## src/rtl/cilv_pkg.sv

```systemverilog
package cilv_pkg;

    // Number of storage stages on line idx. The receive side mirrors the order.
    function automatic int line_depth(input int idx, input int lines,
                                      input int step, input bit mirror);
        if (mirror)
            return (lines - 1 - idx) * step;
        return idx * step;
    endfunction

    // Accepted bits between a source bit and its reappearance at the output.
    function automatic int path_latency(input int lines, input int step);
        return lines * (lines - 1) * step;
    endfunction

endpackage

```

## src/rtl/cilv_commutator.sv

```systemverilog
module cilv_commutator #(
    parameter int LINES = 4,
    parameter int IDX_W = 2
) (
    input  logic             clk,
    input  logic             rst_n,
    input  logic             adv,
    output logic [IDX_W-1:0] sel
);

    localparam logic [IDX_W-1:0] LAST = IDX_W'(LINES - 1);

    typedef struct packed {
        logic [IDX_W-1:0] idx;
    } comm_state_t;

    comm_state_t st_d, st_q;

    always_comb begin
        st_d = st_q;
        if (adv) begin
            if (st_q.idx == LAST)
                st_d.idx = '0;
            else
                st_d.idx = st_q.idx + IDX_W'(1);
        end
    end

    always_ff @(posedge clk or negedge rst_n) begin
        if (!rst_n)
            st_q <= '0;
        else
            st_q <= st_d;
    end

    assign sel = st_q.idx;

endmodule

```

## src/rtl/cilv_delay_line.sv

```systemverilog
module cilv_delay_line #(
    parameter int DEPTH = 2
) (
    input  logic clk,
    input  logic rst_n,
    input  logic shift_en,
    input  logic din,
    output logic dout
);

    typedef struct packed {
        logic [DEPTH-1:0] sr;
    } dl_state_t;

    dl_state_t st_d, st_q;

    // Entry stage is bit 0; exit stage is bit DEPTH-1.
    always_comb begin
        st_d = st_q;
        if (shift_en)
            st_d.sr = (st_q.sr << 1) | DEPTH'(din);
    end

    always_ff @(posedge clk or negedge rst_n) begin
        if (!rst_n)
            st_q <= '0;
        else
            st_q <= st_d;
    end

    assign dout = st_q.sr[DEPTH-1];

endmodule

```

## src/rtl/cilv_line_bank.sv

```systemverilog
module cilv_line_bank #(
    parameter int LINES  = 4,
    parameter int STEP   = 2,
    parameter bit MIRROR = 1'b0,
    parameter int IDX_W  = 2
) (
    input  logic             clk,
    input  logic             rst_n,
    input  logic             adv,
    input  logic [IDX_W-1:0] sel,
    input  logic             din,
    output logic             dout
);

    logic [LINES-1:0] tap;

    for (genvar g = 0; g < LINES; g++) begin : g_line
        localparam int DEPTH = cilv_pkg::line_depth(g, LINES, STEP, MIRROR);
        if (DEPTH == 0) begin : g_wire
            assign tap[g] = din;
        end else begin : g_reg
            logic hit;
            assign hit = adv && (sel == IDX_W'(g));
            cilv_delay_line #(.DEPTH(DEPTH)) u_dl (
                .clk      (clk),
                .rst_n    (rst_n),
                .shift_en (hit),
                .din      (din),
                .dout     (tap[g])
            );
        end
    end

    assign dout = tap[sel];

endmodule

```

## src/rtl/conv_ilv_pair.sv

```systemverilog
module conv_ilv_pair #(
    parameter int LINES = 4,
    parameter int STEP  = 2
) (
    input  logic clk,
    input  logic rst_n,
    input  logic in_valid,
    input  logic in_bit,
    output logic ch_bit,
    output logic out_valid,
    output logic out_bit
);

    localparam int IDX_W = (LINES > 1) ? $clog2(LINES) : 1;

    logic [IDX_W-1:0] line_sel;

    cilv_commutator #(.LINES(LINES), .IDX_W(IDX_W)) u_comm (
        .clk   (clk),
        .rst_n (rst_n),
        .adv   (in_valid),
        .sel   (line_sel)
    );

    cilv_line_bank #(.LINES(LINES), .STEP(STEP), .MIRROR(1'b0), .IDX_W(IDX_W)) u_tx (
        .clk   (clk),
        .rst_n (rst_n),
        .adv   (in_valid),
        .sel   (line_sel),
        .din   (in_bit),
        .dout  (ch_bit)
    );

    cilv_line_bank #(.LINES(LINES), .STEP(STEP), .MIRROR(1'b1), .IDX_W(IDX_W)) u_rx (
        .clk   (clk),
        .rst_n (rst_n),
        .adv   (in_valid),
        .sel   (line_sel),
        .din   (ch_bit),
        .dout  (out_bit)
    );

    assign out_valid = in_valid;

endmodule

```

## config.mk

```make
export PLATFORM = sky130hd
export DESIGN_NAME = conv_ilv_pair
export DESIGN_NICKNAME = d
export VERILOG_FILES = /design/src/rtl/cilv_pkg.sv /design/src/rtl/cilv_commutator.sv /design/src/rtl/cilv_delay_line.sv /design/src/rtl/cilv_line_bank.sv /design/src/rtl/conv_ilv_pair.sv
export SDC_FILE = /design/constraint.sdc
export NUM_CORES = 1
export LEC_CHECK = 0
export BUFFER_PORTS_ARGS = -buffer_cell sky130_fd_sc_hd__buf_2
export CORE_ASPECT_RATIO = 1.1
export CORE_MARGIN = 1
export CORE_UTILIZATION = 55
export DETAILED_ROUTE_END_ITERATION = 8
export GPL_ROUTABILITY_DRIVEN = 0
export PLACE_DENSITY = 0.84
export SETUP_SLACK_MARGIN = 0.4
export SLEW_MARGIN = 20
export SYNTH_ARGS = -nofsm -noshare
export SYNTH_HDL_FRONTEND = slang
export SYNTH_HIERARCHICAL = 1
export SYNTH_SLANG_ARGS = --single-unit
```

## constraint.sdc

```tcl
create_clock -name clk -period 3.4 [get_ports clk]
set_input_delay 0.68 -clock clk [delete_from_list [all_inputs] [get_ports clk]]
set_output_delay 0.68 -clock clk [all_outputs]
set_load 0.1 [all_outputs]
```

==> results of run 1 <==
-- per-layer routing --
metal	GRT usage	share of wire
met3	0.0330	0.017
met5	0	0
met4	0.0758	0.0089
met1	0.240	0.52
met2	0.214	0.46
-- metrics by stage --
stage               utilization  area, µm²  cells
detailed placement        0.634       1180     96
floorplan                     -       1140     65
global placement          0.634       1180     96
global route              0.647       1200     99
finish                    0.647       1200     99
CTS                       0.647       1200     99
-- where the power goes --
group,total (mW),switching (mW),internal [mW]
Combinational,0.494,0.243,0.251
Sequential,0.550,0.0969,0.453
Clock,0.120,0.0782,0.0413
-- flip-flops by register name (all words and copies together) (netlist names) --
| signal | cells |
|---|---|
| u_comm/sel | 2 |
| u_rx/g_line.g_reg.u_dl/st_q | 12 |
| u_tx/g_line.g_reg.u_dl/st_q | 12 |
-- synth_stat cells --
| library cell | number |
|---|---|
| buf_4 | 1 |
| mux2_4 | 13 |
| mux2i_1 | 1 |
| and3b_2 | 4 |
| mux4_2 | 2 |
| mux2_2 | 12 |
| ha_1 | 1 |
| buf_6 | 2 |
| nand2b_1 | 1 |
| and3_2 | 1 |
| dfrtp_1 | 26 |
| nor3b_1 | 1 |
-- area by class of cell --
cell class | instances | share of cell area
timing repair buffer | 7 | 0.0312
clock buffer | 3 | 0.0187
multi-input combinational | 36 | 0.381
tap | 27 | 0.0280
sequential | 26 | 0.541
-- critical path: stages (launching register included) --
cell and delay (ns):
dfrtp_2 0.49, mux4_2 0.58, mux4_2 0.48, buf_2 0.30
-- what timing repair did --
action	4_1_cts	5_1_grt
hold endpoints to repair	0	0
gates resized for setup	0	1
setup endpoints to repair	0	1
-- cells by family after synthesis --
kind of cell / count (synthesis) / share of synthesized area
muxes: 28 / 0.338
adders and majority gates: 1 / 0.0110
DFF: 26 / 0.571
buffers and inverters: 3 / 0.0263
and+or+nand+nor: 7 / 0.0538
-- how the worst min path moves through the flow --
| stage | startpoint | end | slack, ns | cells past startpoint |
|---|---|---|---|---|
| after floorplan | rst_n | u_comm/sel[0]$_DFFE_PN0P_ | 0.38 | 0 |
| after global placement | u_rx/g_line[1].g_reg.u_dl/st_q[2]$_DFFE_PN0P_ | u_rx/g_line[1].g_reg.u_dl/st_q[3]$_DFFE_PN0P_ | 0.48 | 1 |
| after detailed placement | u_tx/g_line[2].g_reg.u_dl/st_q[2]$_DFFE_PN0P_ | u_tx/g_line[2].g_reg.u_dl/st_q[3]$_DFFE_PN0P_ | 0.49 | 1 |
| after CTS | rst_n | u_rx/g_line[0].g_reg.u_dl/st_q[0]$_DFFE_PN0P_ | 0.34 | 1 |
| after global routing | rst_n | u_rx/g_line[0].g_reg.u_dl/st_q[0]$_DFFE_PN0P_ | 0.37 | 1 |
| final | rst_n | u_rx/g_line[0].g_reg.u_dl/st_q[2]$_DFFE_PN0P_ | 0.34 | 1 |
==> summary.txt, run 1 <==
Outcome = finished, final reports clean
Wire per inst = 14.7 µm
Area Overhead vs Synth = 5.71%
Peak Freq = 0.353 GHz
Synth unique cells = 12
Worst setup path end = out_bit
Nets@finish = 79
Clock root buffer = clkbuf_4
TritonCTS buffer count = 3
Initial antenna violation count = 0
Yosys top cell by area = dfrtp_1
DRC viols = 0
Drt pass-1 iters = 4
R2R depth = 2
FF/Latch Area = 652 µm²
Commonest cells after routing, fill and taps aside = dfrtp_1, mux2_4, mux2_2
Slack of the critical path = 0.565 ns
Seq/Total Area, Yosys = 0.571
Worst hold-check path type = input pin to async pin
Width of the chip = 45.4 µm
Overall routing resource usage = 0.159
Core area = 1860 µm²
Routed wire length = 1450 µm
CTS tree = yes
Final worst-path cycle share = 0.834
Pwr/cell area = 966 nW/µm²
Worst EP arrival = 2.15 ns
RSZ-0062 raised after global routing = false
Crit path from = u_comm/sel[0]$_DFFE_PN0P_
H-tree Lvls = 1
Place WS = 0.628 ns
Synthesized area per cell = 17.5 µm²
Via count = 530
Vias in the first global route = 567
Final setup fails = 0
Leading cell type in the layout, fill and taps excluded = dfrtp_1
CTS Sinks = 26
Slew Limit Fails = 0
Clock-pin slew on the worst setup and hold paths = 0.12 ns
Worst setup EP type = output port
Number of fill cells = 136
Die area = 2260 µm²
Reg2Reg Setup Slack = 1.94 ns
# IOs = 7
Synth area leaders = dfrtp_1, mux2_4, mux2_2
Setup TNS = 0 ns
Pleak = 0.568 nW
Max capacitance violation total = 0
Skew-Pair Late Insertion Delay = 0.31 ns
Post-synth top area share = 0.571
Ys Warns = 6
Final ANT Viol Nets = 0
Initial Utilization = 0.612
Final Hold Viols = 0
Max Clock Skew = 0.00787 ns
Headroom to the max-slew limit = 0.631
Worst slew pin tran = 0.553 ns
Cells after Synth = 65
IO buf count = 6
Reg2reg end = u_rx/g_line[2].g_reg.u_dl/st_q[0]$_DFFE_PN0P_
Layout cell share with drive strength beyond 1 = 0.597
Chip height = 49.7 µm
Vias/cell = 5.35
Post-synth net total = 70
Multi-input combinational cell area = 459 µm²
Longest Clk Path Bufs = 2
Post-Syn Area = 1140 µm²
Worst-path fanout max = 10
First-pass GRT wire length = 2590 µm
Num rows = 16
Inserted Diodes = 0
Crit start category = flop
Grt total ovfl = 0
Critical path class = flop to output port
Post-DP HPWL = 1010 µm
#FFs+latches synth = 26
Min Tclk post-route = 2.83 ns
Detailed Route Iter0 Violations = 1
Hold WS = 0.343 ns
Max IR drop VDD = 530 µV
Required time of the critical path = 2.72 ns
Postcts setup bufs = 0
Largest net degree at the start of global routing = 27
R2r startpoint = u_comm/sel[0]$_DFFE_PN0P_
Pwr Total = 1.16 mW
Hold buffers post-CTS = 0
No activity file was read; power rests on OpenSTA's default activity.
==> run 2: changes to the inputs <==
ABC_AREA = 1   (was unset)
clock period = 2.69 ns   (was 3.4 ns; I/O delays follow)
==> run 2 against run 1 <==
Against the previous run: largest cell class unchanged; routed wire length grew 38%; via count increased by 70%; flip-flop and latch count stayed put; global-route usage is 2.4 points higher.
==> summary.txt, run 2 <==
Max IR drop VDD = 696 µV
#FFs+latches synth = 26
Post-DP HPWL = 1270 µm
# IOs = 7
Top-count cell post-synth = nand2_1
Drt pass-1 iters = 4
Longest Clk Path Bufs = 2
H-tree Lvls = 1
Final Util = 0.699
Worst slew pin tran = 0.724 ns
Slew Limit Fails = 0
Number of fill cells = 162
Largest net degree at the start of global routing = 27
Chip height = 49.7 µm
Wire per inst = 10.7 µm
Initial antenna violation count = 0
Vias in the first global route = 786
Synth Flop Type = dfrtp_1
DRC viols = 0
Seq/Total Area, Yosys = 0.571
Headroom to the max-slew limit = 0.514
Worst setup EP type = output port
Routed wire length = 2000 µm
First-pass GRT wire length = 3050 µm
Core area = 1860 µm²
Nets@finish = 166
Grt total ovfl = 0
Placed cells = 178
Max capacitance violation total = 0
Crit start category = flop
Skew-Pair Late Insertion Delay = 0.31 ns
Leading cell type in the layout, fill and taps excluded = nand2_1
Synth area leaders = dfrtp_1, nand2_1, inv_1
CTS Sinks = 26
Max Clock Skew = 0.00288 ns
Synthesized area per cell = 7.80 µm²
Setup TNS = 0 ns
Final Non-Filler Cells = 187
EDFF count, synth = 0
Final ANT Viol Nets = 0
IO buf count = 6
Critical path class = flop to output port
Final setup fails = 0
Post-Syn Area = 1140 µm²
Ys Warns = 6
Required time of the critical path = 2.15 ns
Via count = 901
Min Tclk post-route = 2.19 ns
Worst EP arrival = 1.65 ns
Initial Utilization = 0.612
Pwr/cell area = 1200 nW/µm²
Hold buffers post-CTS = 0
Layout cell share with drive strength beyond 1 = 0.175
Commonest cells post-synth = nand2_1, dfrtp_1, inv_1, inv_2
Clock root buffer = clkbuf_4
RSZ-0062 raised after global routing = false
Width of the chip = 45.4 µm
Num rows = 16
Peak Freq = 0.456 GHz
Clock-pin slew on the worst setup and hold paths = 0.13 ns
Post-synth top area share = 0.571
TritonCTS buffer count = 3
Detailed Route Iter0 Violations = 22
Vias/cell = 4.82
Die area = 2260 µm²
Post-synth net total = 151
Overall routing resource usage = 0.183
Worst hold-check path type = input pin to async pin
Async SR Flop Fraction = 1.00
Inserted Diodes = 0
Area Overhead vs Synth = 14.3%
Pleak = 0.749 nW
Synth unique cells = 10
Final Hold Viols = 0
Yosys top cell by area = dfrtp_1
Commonest cells after routing, fill and taps aside = nand2_1, dfrtp_1, inv_1
Worst-path fanout max = 6
CTS tree = yes
Cells after Synth = 146
Outcome = finished, final reports clean
Final worst-path cycle share = 0.815
==> run 2: what timing repair did <==
item                                    4_1_cts  5_1_grt
gates resized for setup                       3        1
setup buffers                                 0        5
endpoints found under the setup margin        2        2
==> run 2: cell type report <==
type,count,area (µm²),area share
Clock inverter,1,30.0,0.0231
Timing Repair Buffer,11,71.3,0.0548
Multi-Input combinational cell,102,427,0.328
Tap cell,27,33.8,0.0260
Sequential cell,26,653,0.502
Clock buffer,3,22.5,0.0173
Inverter,17,63.8,0.0490
==> run 2: kinds of logic (layout without fill, tap and decap cells) <==
group / count (synthesis) / count (layout) / synth area share
simple gates: 101 / 101 / 0.355
flops: 26 / 26 / 0.571
buf+inv: 18 / 32 / 0.0626
fa+ha+maj: 1 / 1 / 0.0110
==> run 2: final timing paths <==
| kind | from | end | slack (ns) | depth (start not counted) |
|---|---|---|---|---|
| worst max-delay path | u_comm/sel[0]$_DFFE_PN0P_ | out_bit | 0.50 | 10 |
| worst min-delay path | rst_n | u_rx/g_line[1].g_reg.u_dl/st_q[3]$_DFFE_PN0P_ | 0.20 | 1 |
| worst max register to register | u_comm/sel[0]$_DFFE_PN0P_ | u_rx/g_line[0].g_reg.u_dl/st_q[1]$_DFFE_PN0P_ | 1.04 | 5 |
| worst min register to register | u_tx/g_line[1].g_reg.u_dl/st_q[0]$_DFFE_PN0P_ | u_tx/g_line[1].g_reg.u_dl/st_q[1]$_DFFE_PN0P_ | 0.49 | 2 |
| max in group asynchronous | rst_n | u_comm/sel[0]$_DFFE_PN0P_ | 2.09 | 1 |
| min in group clk | in_bit | u_tx/g_line[1].g_reg.u_dl/st_q[0]$_DFFE_PN0P_ | 0.46 | 3 |
==> run 2: per-stage QoR <==
step / setup WS (ns) / power (mW) / hold WS [ns] / instance area, µm²
final: 0.498 / 1.56 / 0.198 / 1300
after global routing: 0.381 / 1.67 / 0.225 / 1300
after CTS: 0.422 / 1.52 / 0.202 / 1260
after detailed placement: 0.508 / 1.24 / 0.459 / 1200
after global placement: 0.548 / 1.21 / 0.449 / 1200
after floorplan: 0.494 / 1.12 / 0.242 / 1150
==> run 2: critical path: stages (launching register included) <==
cell     delay (ns)
dfrtp_2        0.48
inv_2          0.11
nand2_1        0.07
nand2_1        0.06
nand2_1        0.08
nand2_4        0.08
inv_1          0.04
nand2_1        0.05
nand3_1        0.09
nand2_2        0.08
buf_6          0.22
==> run 2: per-layer routing <==
| metal | GRT usage | up-vias | wire length [µm] |
|---|---|---|---|
| li1 | - | 463 | - |
| met1 | 0.225 | 419 | 908 |
| met2 | 0.302 | 17 | 1020 |
| met3 | 0.0256 | 2 | 57 |
| met4 | 0.0909 | 0 | 14 |
| met5 | 0 | - | 0 |
==> run 2: report_power, final <==
part / leakage (nW) / switching, mW / internal [mW]
clock network: 0.0279 / 0.110 / 0.151
logic: 0.385 / 0.436 / 0.200
registers: 0.336 / 0.109 / 0.559
total: 0.749 / 0.655 / 0.910
==> run 3: changes to the inputs <==
ABC_AREA = 0   (was 1)
CORE_UTILIZATION = 52   (was 55)
clock period = 1.9 ns   (was 2.69 ns; I/O delays follow)
==> run 3 against run 2 <==
Against the previous run: the run now ends with setup timing left; worst setup slack lost 0.92 ns; via count fell by 38%; clock-buffer cell count is 1 higher; first-iteration DRC count is 82% lower; register-to-register slack worse by 0.79 ns; clock skew increased by 0.0053 ns; global-route usage decreased by 0.14 points; core utilization decreased by 6.5 points; die area rose by 5.6%; power increased by 51%; final cell count down 43%; sequential share of layout area up 0.19 points; largest cell class unchanged.
==> summary.txt, run 3 (synthesized netlist as in run 1, its figures left out) <==
Largest stage delay, worst path = 0.52 ns
Largest net degree at the start of global routing = 27
R2R depth = 5
Final Hold Viols = 0
Chip height = 51.1 µm
Nets@finish = 85
Critical path class = flop to output port
Worst EP arrival = 1.94 ns
Failing checks = setup timing
Slew Limit Fails = 0
Area Overhead vs Synth = 13.5%
Longest Clk Path Bufs = 2
Final setup fails = 2
CP max-delay cell = mux4_2
Initial Utilization = 0.558
Inserted Diodes = 0
Clock-pin slew on the worst setup and hold paths = 0.14 ns
Worst setup EP type = output port
Min Tclk post-route = 2.32 ns
# IOs = 7
Required time of the critical path = 1.52 ns
Critical Path Most Common Cell = mux4_2
Routed wire length = 1670 µm
Clock root buffer = clkbuf_4
CTS Sinks = 26
Hold WS = 0.0211 ns
Worst slew pin tran = 0.559 ns
Width of the chip = 46.6 µm
Worst-path fanout max = 2
Worst setup path end = out_bit
R2r startpoint = u_tx/g_line[3].g_reg.u_dl/st_q[5]$_DFFE_PN0P_
Via count = 562
Leading cell type in the layout, fill and taps excluded = dfrtp_1
Final worst-path cycle share = 1.22
RSZ-0062 raised after global routing = true
Drt pass-1 iters = 4
Num rows = 17
CTS tree = yes
Skew-Pair Late Insertion Delay = 0.32 ns
Crit path from = u_tx/g_line[3].g_reg.u_dl/st_q[5]$_DFFE_PN0P_
H-tree Lvls = 1
IO buf count = 6
Worst hold-check path type = input pin to async pin
Pwr/cell area = 1830 nW/µm²
Post-DP HPWL = 1140 µm
TritonCTS buffer count = 3
Max Clock Skew = 0.00822 ns
Headroom to the max-slew limit = 0.628
Outcome = finished with violations
Crit path buffers/inverters = 1
Die area = 2380 µm²
WP depth = 3
CP delay by family, top = multiplexers
Pwr Total = 2.36 mW
Peak Freq = 0.431 GHz
Initial antenna violation count = 0
Vias/cell = 5.25
Layout cell share with drive strength beyond 1 = 0.633
Wire per inst = 15.6 µm
Pleak = 0.610 nW
Vias in the first global route = 609
Overall routing resource usage = 0.181
Core area = 2040 µm²
Reg2Reg Setup Slack = 0.25 ns
Crit start category = flop
Grt total ovfl = 0
Reg2reg end = u_rx/g_line[2].g_reg.u_dl/st_q[0]$_DFFE_PN0P_
Commonest cells after routing, fill and taps aside = dfrtp_1, mux2_4, mux2_2
Max IR drop VDD = 1030 µV
First-pass GRT wire length = 2930 µm
Crit path cell chain = mux4_2, mux4_2, buf_12
DRC viols = 0
Slack of the critical path = -0.422 ns
Max capacitance violation total = 0
Detailed Route Iter0 Violations = 4
Final ANT Viol Nets = 0
Hold buffers post-CTS = 0
-- run 3: worst min path at each step --
stage                                                                to  cells past startpoint   from
after global placement    u_tx/g_line[3].g_reg.u_dl/st_q[2]$_DFFE_PN0P_                      1  rst_n
after detailed placement  u_tx/g_line[3].g_reg.u_dl/st_q[1]$_DFFE_PN0P_                      1  rst_n
after global routing      u_tx/g_line[1].g_reg.u_dl/st_q[0]$_DFFE_PN0P_                      1  rst_n
final                     u_tx/g_line[1].g_reg.u_dl/st_q[0]$_DFFE_PN0P_                      1  rst_n
after floorplan                               u_comm/sel[0]$_DFFE_PN0P_                      0  rst_n
after CTS                 u_tx/g_line[3].g_reg.u_dl/st_q[1]$_DFFE_PN0P_                      1  rst_n
-- run 3: through the flow --
stage	std cells	setup TNS [ns]	instance area (µm²)	worst slack, ns	utilization
3_3_place_gp	101	-0.217	1210	-0.217	0.594
4_1_cts	106	-0.571	1270	-0.424	0.623
2_1_floorplan	65	-0.548	1140	-0.548	-
6_report	107	-0.677	1290	-0.422	0.634
5_1_grt	107	-0.791	1290	-0.476	0.634
3_5_place_dp	101	-0.221	1210	-0.221	0.594
-- run 3: cell type report --
cell class,count,area [µm²]
Clock buffer,4,26.3
Timing Repair Buffer,13,116
Fill cell,160,748
Multi-Input combinational cell,36,464
Sequential cell,26,652
Tap cell,28,35.0
-- run 3: per-layer routing --
metal,part of all wire,GRT usage,vias to the layer above
li1,-,-,263
met1,0.48,0.252,287
met2,0.48,0.266,8
met3,0.018,0.0212,4
met4,0.019,0.114,0
met5,0,0,-
-- run 3: timing repair --
action | CTS | global route
hold endpoints to repair | 0 | 0
setup endpoints to repair | 2 | 10
setup buffers | 1 | 1
gates resized for setup | 7 | 3
-- run 3: power by group --
part           switching, mW  internal, mW  leakage (nW)
Combinational          0.524         0.647         0.275
Clock                  0.161        0.0823        0.0150
Sequential             0.138         0.811         0.321
